**src/rtl/pcs_pkg.sv**
```systemverilog
package pcs_pkg;
   // Primary opcode codes that change control flow
   localparam logic [5:0] OPC_REG_FMT   = 6'd0;
   localparam logic [5:0] OPC_SIGN_BR   = 6'd1;
   localparam logic [5:0] OPC_JUMP      = 6'd2;
   localparam logic [5:0] OPC_JUMP_LINK = 6'd3;
   localparam logic [5:0] OPC_BR_EQ     = 6'd4;
   localparam logic [5:0] OPC_BR_NE     = 6'd5;
   localparam logic [5:0] OPC_BR_LEZ    = 6'd6;
   localparam logic [5:0] OPC_BR_GTZ    = 6'd7;
   // Function codes under OPC_REG_FMT
   localparam logic [5:0] FN_JUMP_REG      = 6'd8;
   localparam logic [5:0] FN_JUMP_REG_LINK = 6'd9;
   // rt selector values of the linking sign branches
   localparam logic [4:0] RT_SIGN_LINK_LT = 5'h10;
   localparam logic [4:0] RT_SIGN_LINK_GE = 5'h11;
endpackage

```
**src/rtl/pcs_cond.sv**
```systemverilog
module pcs_cond #(
   parameter int W         = 32,
   parameter int CMP_STYLE = 0   // 0: signed compare, 1: sign bit plus zero detect
) (
   input  logic [5:0]   opc,
   input  logic         ge_sel,
   input  logic [W-1:0] rs_val,
   input  logic [W-1:0] rt_val,
   output logic         take
);
   import pcs_pkg::*;

   logic is_neg, is_zero, same;

   generate
      if (CMP_STYLE == 0) begin : g_signed
         assign is_neg  = $signed(rs_val) < 0;
         assign is_zero = $signed(rs_val) == 0;
      end else begin : g_bits
         assign is_neg  = rs_val[W-1];
         assign is_zero = ~|rs_val;
      end
   endgenerate

   assign same = (rs_val == rt_val);

   always_comb begin
      case (opc)
         OPC_BR_EQ:   take = same;
         OPC_BR_NE:   take = !same;
         OPC_BR_LEZ:  take = is_neg | is_zero;
         OPC_BR_GTZ:  take = !is_neg & !is_zero;
         OPC_SIGN_BR: take = ge_sel ? !is_neg : is_neg;
         default:     take = 1'b0;
      endcase
   end
endmodule

```
**src/rtl/pcs_decode.sv**
```systemverilog
module pcs_decode #(
   parameter int W        = 32,
   parameter int OFF_W    = 16,
   parameter int JIDX_W   = 26,
   parameter int IDX_W    = 5,
   parameter int LINK_REG = 31
) (
   input  logic [5:0]        opc,
   input  logic [4:0]        rt_sel,
   input  logic [IDX_W-1:0]  rd_sel,
   input  logic [5:0]        funct,
   input  logic [OFF_W-1:0]  offset,
   input  logic [JIDX_W-1:0] jidx,
   input  logic [W-1:0]      rs_val,
   input  logic [W-1:0]      pc,
   input  logic [W-1:0]      npc,
   input  logic              take,
   output logic              redirect,
   output logic [W-1:0]      target,
   output logic              link,
   output logic [IDX_W-1:0]  link_idx
);
   import pcs_pkg::*;

   localparam int REGION_LO = JIDX_W + 2;

   logic [W-1:0] pc4, br_tgt, jd_tgt, off_ext;

   assign pc4     = pc + W'(4);
   assign off_ext = {{(W-OFF_W){offset[OFF_W-1]}}, offset};
   assign br_tgt  = npc + (off_ext << 2);
   assign jd_tgt  = {pc4[W-1:REGION_LO], jidx, 2'b00};

   always_comb begin
      redirect = 1'b0;
      target   = pc4;
      link     = 1'b0;
      link_idx = IDX_W'(LINK_REG);
      case (opc)
         OPC_REG_FMT: begin
            if (funct == FN_JUMP_REG || funct == FN_JUMP_REG_LINK) begin
               redirect = 1'b1;
               target   = rs_val;
               link     = (funct == FN_JUMP_REG_LINK);
               link_idx = rd_sel;
            end
         end
         OPC_SIGN_BR: begin
            redirect = take;
            target   = br_tgt;
            link     = (rt_sel == RT_SIGN_LINK_LT) || (rt_sel == RT_SIGN_LINK_GE);
         end
         OPC_JUMP, OPC_JUMP_LINK: begin
            redirect = 1'b1;
            target   = jd_tgt;
            link     = (opc == OPC_JUMP_LINK);
         end
         OPC_BR_EQ, OPC_BR_NE, OPC_BR_LEZ, OPC_BR_GTZ: begin
            redirect = take;
            target   = br_tgt;
         end
         default: ;
      endcase
   end
endmodule

```
**src/rtl/flow_seq.sv**
```systemverilog
module flow_seq #(
   parameter int          W         = 32,
   parameter int          OFF_W     = 16,
   parameter int          JIDX_W    = 26,
   parameter int          NREGS     = 32,
   parameter int          LINK_REG  = 31,
   parameter int          CMP_STYLE = 0,
   parameter logic [31:0] RESET_PC  = 32'h0
) (
   input  logic                     clk,
   input  logic                     rst_n,
   input  logic                     step,
   input  logic                     pc_load,
   input  logic [W-1:0]             pc_load_val,
   input  logic [5:0]               opcode,
   input  logic [4:0]               rt_sel,
   input  logic [$clog2(NREGS)-1:0] rd_sel,
   input  logic [5:0]               funct,
   input  logic [OFF_W-1:0]         offset,
   input  logic [JIDX_W-1:0]        jump_index,
   input  logic [W-1:0]             rs_data,
   input  logic [W-1:0]             rt_data,
   output logic [W-1:0]             pc,
   output logic [W-1:0]             next_pc,
   output logic                     link_we,
   output logic [$clog2(NREGS)-1:0] link_idx,
   output logic [W-1:0]             link_val
);
   localparam int          IDX_W  = $clog2(NREGS);
   localparam logic [W-1:0] INSN_B = W'(4);

   generate
      if (W <= JIDX_W + 2 || W < OFF_W + 2) begin : g_bad_width
         $error("flow_seq: W too small for offset or jump index");
      end
      if (LINK_REG <= 0 || LINK_REG >= NREGS) begin : g_bad_link
         $error("flow_seq: LINK_REG out of range");
      end
      if (CMP_STYLE != 0 && CMP_STYLE != 1) begin : g_bad_cmp
         $error("flow_seq: CMP_STYLE must be 0 or 1");
      end
   endgenerate

   logic [W-1:0]     pc_q, npc_q, tgt;
   logic             pend_q, take, redir, lnk;
   logic [IDX_W-1:0] lnk_idx;

   pcs_cond #(.W(W), .CMP_STYLE(CMP_STYLE)) cond_i (
      .opc(opcode), .ge_sel(rt_sel[0]), .rs_val(rs_data), .rt_val(rt_data),
      .take(take)
   );

   pcs_decode #(.W(W), .OFF_W(OFF_W), .JIDX_W(JIDX_W), .IDX_W(IDX_W),
                .LINK_REG(LINK_REG)) dec_i (
      .opc(opcode), .rt_sel(rt_sel), .rd_sel(rd_sel), .funct(funct),
      .offset(offset), .jidx(jump_index), .rs_val(rs_data), .pc(pc_q),
      .npc(npc_q), .take(take), .redirect(redir), .target(tgt),
      .link(lnk), .link_idx(lnk_idx)
   );

   // Delay-slot instructions neither redirect nor link
   logic act, redir_eff;
   assign act       = step && !pc_load && !pend_q;
   assign redir_eff = act && redir;

   always_ff @(posedge clk) begin
      if (!rst_n) begin
         pc_q   <= W'(RESET_PC);
         npc_q  <= W'(RESET_PC) + INSN_B;
         pend_q <= 1'b0;
      end else if (pc_load) begin
         pc_q   <= pc_load_val;
         npc_q  <= pc_load_val + INSN_B;
         pend_q <= 1'b0;
      end else if (step) begin
         pc_q   <= npc_q;
         npc_q  <= redir_eff ? tgt : npc_q + INSN_B;
         pend_q <= redir_eff;
      end
   end

   assign pc       = pc_q;
   assign next_pc  = npc_q;
   assign link_we  = act && lnk && (lnk_idx != '0);
   assign link_idx = lnk_idx;
   assign link_val = pc_q + W'(8);

   AST_RESET_STATE: assert property (@(posedge clk) disable iff (!rst_n)
      $rose(rst_n) |-> (pc_q == W'(RESET_PC) && npc_q == W'(RESET_PC) + INSN_B));
   AST_LOAD_PAIR: assert property (@(posedge clk) disable iff (!rst_n)
      pc_load |=> (pc_q == $past(pc_load_val) && npc_q == $past(pc_load_val) + INSN_B));
   AST_ADVANCE: assert property (@(posedge clk) disable iff (!rst_n)
      (step && !pc_load) |=> pc_q == $past(npc_q));
   AST_DELAY_SEQ: assert property (@(posedge clk) disable iff (!rst_n)
      (step && !pc_load && pend_q) |=> npc_q == $past(npc_q) + INSN_B);
   AST_DELAY_NOLINK: assert property (@(posedge clk) disable iff (!rst_n)
      pend_q |-> !link_we);
   AST_LINK_NONZERO: assert property (@(posedge clk) disable iff (!rst_n)
      link_we |-> link_idx != '0);
   AST_LINK_RET: assert property (@(posedge clk) disable iff (!rst_n)
      link_we |-> link_val == pc_q + W'(8));
   AST_HOLD: assert property (@(posedge clk) disable iff (!rst_n)
      (!step && !pc_load) |=> ($stable(pc_q) && $stable(npc_q)));
   AST_IDLE_NOLINK: assert property (@(posedge clk) disable iff (!rst_n)
      !step |-> !link_we);
endmodule

```
**config.mk**
```make
export PLATFORM = sky130hd
export DESIGN_NAME = flow_seq
export DESIGN_NICKNAME = d
export VERILOG_FILES = /design/src/rtl/pcs_pkg.sv /design/src/rtl/pcs_cond.sv /design/src/rtl/pcs_decode.sv /design/src/rtl/flow_seq.sv
export SDC_FILE = /design/constraint.sdc
export NUM_CORES = 1
export LEC_CHECK = 0
export BUFFER_PORTS_ARGS = -buffer_cell sky130_fd_sc_hd__buf_2
export CAP_MARGIN = 25
export CORE_UTILIZATION = 56
export CTS_CLUSTER_SIZE = 14
export DETAILED_ROUTE_END_ITERATION = 16
export PLACE_DENSITY = 0.91
export SLEW_MARGIN = 20
export SYNTH_ARGS = -nofsm -noshare
export SYNTH_HDL_FRONTEND = slang
export SYNTH_SLANG_ARGS = --single-unit
```
**constraint.sdc**
```tcl
create_clock -name clk -period 5.6 [get_ports clk]
set_clock_uncertainty 0.1 [all_clocks]
set_input_delay 0.56 -clock clk [delete_from_list [all_inputs] [get_ports clk]]
set_output_delay 0.56 -clock clk [all_outputs]
set_load 0.05 [all_outputs]
```
==> results_dict.tcl <==
set metrics [dict create \
    status "finished, final reports clean" \
    setup_slack_ns 1.76 \
    nets 1484 \
    cellLeakagePower_nw 4.14 \
    drv_slew 0 \
    numClockSinks 65 \
    synth_edf_count 0 \
    initial_core_util_pct 57.7 \
    cp.arrival_ns 3.18 \
    worstReg2RegEnd "next_pc[28]$_SDFFE_PN0P_" \
    reg2reg_depth 13 \
    crit_fanout 7 \
    layout_commonest_cell "buf_2" \
    pwr-share-clk_pct 34.3 \
    post-route-period-util_pct 68.6 \
    holdPathStages 3 \
    area_delta_synth_final_pct 21.4 \
    ys_types 75 \
    detailedPlace.worstSlack_ns 1.78 \
    numPortBuffers 265 \
    dp.cells 1451 \
    synthFlopType "dfxtp_1" \
    hp-class "input pin to flop" \
    num_vias 9597 \
    grt_usage_pct 43.2 \
    cts_hold_buffers 0 \
    dp_hpwl_um 24000 \
    synth_area_um2 7700 \
    grt_max_degree 109 \
    final_cells 1467 \
    first_pass_iters 6 \
    report.power.total_mw 1.95 \
    die_w_um 119 \
    worstPathRequired_ns 4.94 \
    drv_cap 0 \
    clk_latency_ns 0.35 \
    die_area_um2 14200 \
    ant_nets 0 \
    layout_common_cells "buf_2 (265), nor2_1 (127), nand2_1 (94)" \
    routed_via_density 6.54 \
    die_h_um 119 \
    rsz0062_at_grt "false" \
    drc 0 \
    power_switching_mw 0.772 \
    postCtsResizedCells 0 \
    wl_per_cell_um 21.4 \
    r2r_start "next_pc[2]$_SDFFE_PN1P_" \
    cts_made_buffers 9 \
    wl_um 31400 \
    synth.avg_cell_area_um2 7.15 \
    slew_headroom_pct 31.8 \
    finalSetupTns_ns 0 \
    clockBufferDepth 2 \
    grt_pass1_vias 8497 \
    grt_pass1_wl_um 47400 \
    setup.worst_path.end_class "primary output" \
    power_density_nw_per_um2 209 \
    drive_above_1_share_pct 23.5 \
    p_seq_share_pct 29.1 \
    swShare_pct 39.6 \
    start_kind "flop" \
    setup_viol 0 \
    gp_routability_congestion 1.08 \
    drt_iter0_drc 1650 \
    worstHoldStart "pc_load_val[31]" \
    critPathKind "flop to primary output" \
    timing.fmax_mhz 260 \
    cts.clk_slew.worst_paths_ns 0.06 \
    yosysWarnings 0 \
    post_cts_buffers 0 \
    top_level_ports 266 \
    whs_ns 0.370 \
    ys_seq_elements 65 \
    synth_nets 1275 \
    worst_ir_drop_vdd_mv 0.215 \
    synthCells 1077 \
    whs_endpoint "pc[31]$_SDFFE_PN0P_" \
    synthArstFlopShare_pct 0 \
    p_comb_share_pct 36.6 \
    synth_area_leaders "dfxtp_1 (17%), xor2_1 (10%), nor2_1 (6.2%)" \
    rows 42 \
    core_area_um2 13300 \
    grt_overflow 0 \
    ff2ff_setup_slack_ns 1.97 \
    worst_pin_slew_ns 1.02 \
    hold_viol 0 \
    cts_max_level 3 \
    antenna_cells 0 \
    cts_root_buf "clkbuf_16" \
    synth_top_area_cell "dfxtp_1" \
    p_int_mw 1.18 \
    yosysTopAreaCellShare_pct 16.9 \
    grt_antenna_before_repair 0 \
    cts_tree "yes" \
    fin_crit_ns 3.84 \
    yosysSeqAreaShare_pct 16.9 \
]
-- how the worst max path moves through the flow --
stage / from / to / slack [ns] / depth (start not counted)
floorplan: pc[4]$_SDFFE_PN0P_ / link_val[31] / 1.92 / 7
global placement: rs_data[15] / next_pc[31]$_SDFFE_PN0P_ / 1.82 / 10
detailed placement: rs_data[15] / next_pc[31]$_SDFFE_PN0P_ / 1.78 / 10
CTS: pc[4]$_SDFFE_PN0P_ / link_val[31] / 1.76 / 8
global route: pc[4]$_SDFFE_PN0P_ / link_val[31] / 1.56 / 8
finish: pc[4]$_SDFFE_PN0P_ / link_val[31] / 1.76 / 8
-- worst max-delay path, stage by stage, from the launching register on --
cell and delay [ns]:
dfxtp_1 0.51, ha_1 0.29, nand3_1 0.13, or2_2 0.36, nor3_1 0.63, nand4_1 0.28
nor2_1 0.20, xor2_1 0.16, buf_2 0.28
-- layout make-up --
cell class	instances	area, µm²
multi-input combinational	921	6030
timing repair buffer	272	1380
clock buffer	11	243
sequential	65	1300
fill	1088	4000
tap	176	220
inverter	17	63.8
clock inverter	5	103
-- sequential cells by signal, indices dropped and copies added, names as in the netlist --
name / cells
next_pc: 32
pc: 32
pend_q: 1
-- logic make-up after synthesis --
family,count (synthesis),synth area share [%]
mux,35,4.58
buf+inv,91,4.80
flops,65,16.9
simple gates,408,25.7
compound gates,305,26.5
fa+ha+maj,34,5.63
xor+xnor,139,15.8
-- layer usage --
layer  up-vias  global-route usage, %  part of all wire, %
met1      4344                   59.7                   40
met5         -                      0                    0
met2       769                   65.1                   43
met4         0                   14.8                  3.6
met3        92                   10.2                   14
li1       4392                      -                    -
-- cell usage after synthesis (all sizes together) (16+ instances only) --
| library cell | count |
|---|---|
| a211oi | 23 |
| a21o | 18 |
| a21oi | 87 |
| a221oi | 16 |
| and3 | 21 |
| buf | 17 |
| clkbuf | 57 |
| dfxtp | 65 |
| ha | 33 |
| inv | 17 |
| mux2i | 33 |
| nand2 | 94 |
| nand2b | 17 |
| nand3 | 36 |
| nand4 | 30 |
| nor2 | 127 |
| nor3 | 18 |
| nor4 | 18 |
| o21ai | 65 |
| xnor2 | 51 |
| xor2 | 88 |
-- through the flow --
stage,area (µm²),utilization (%)
floorplan,7700,-
global placement,9000,67.4
detailed placement,9000,67.4
CTS,9340,70.0
global route,9340,70.0
finish,9340,70.0
-- power by group through the flow --
stage | Combinational (mW) | Clock [mW] | Sequential (mW)
CTS | 0.700 | 0.661 | 0.563
floorplan | 0.385 | 0 | 0.645
detailed placement | 0.693 | 0 | 0.573
global placement | 0.690 | 0 | 0.572
finish | 0.714 | 0.670 | 0.568
global route | 0.761 | 0.683 | 0.571
Power figures use the tool's default switching activity.
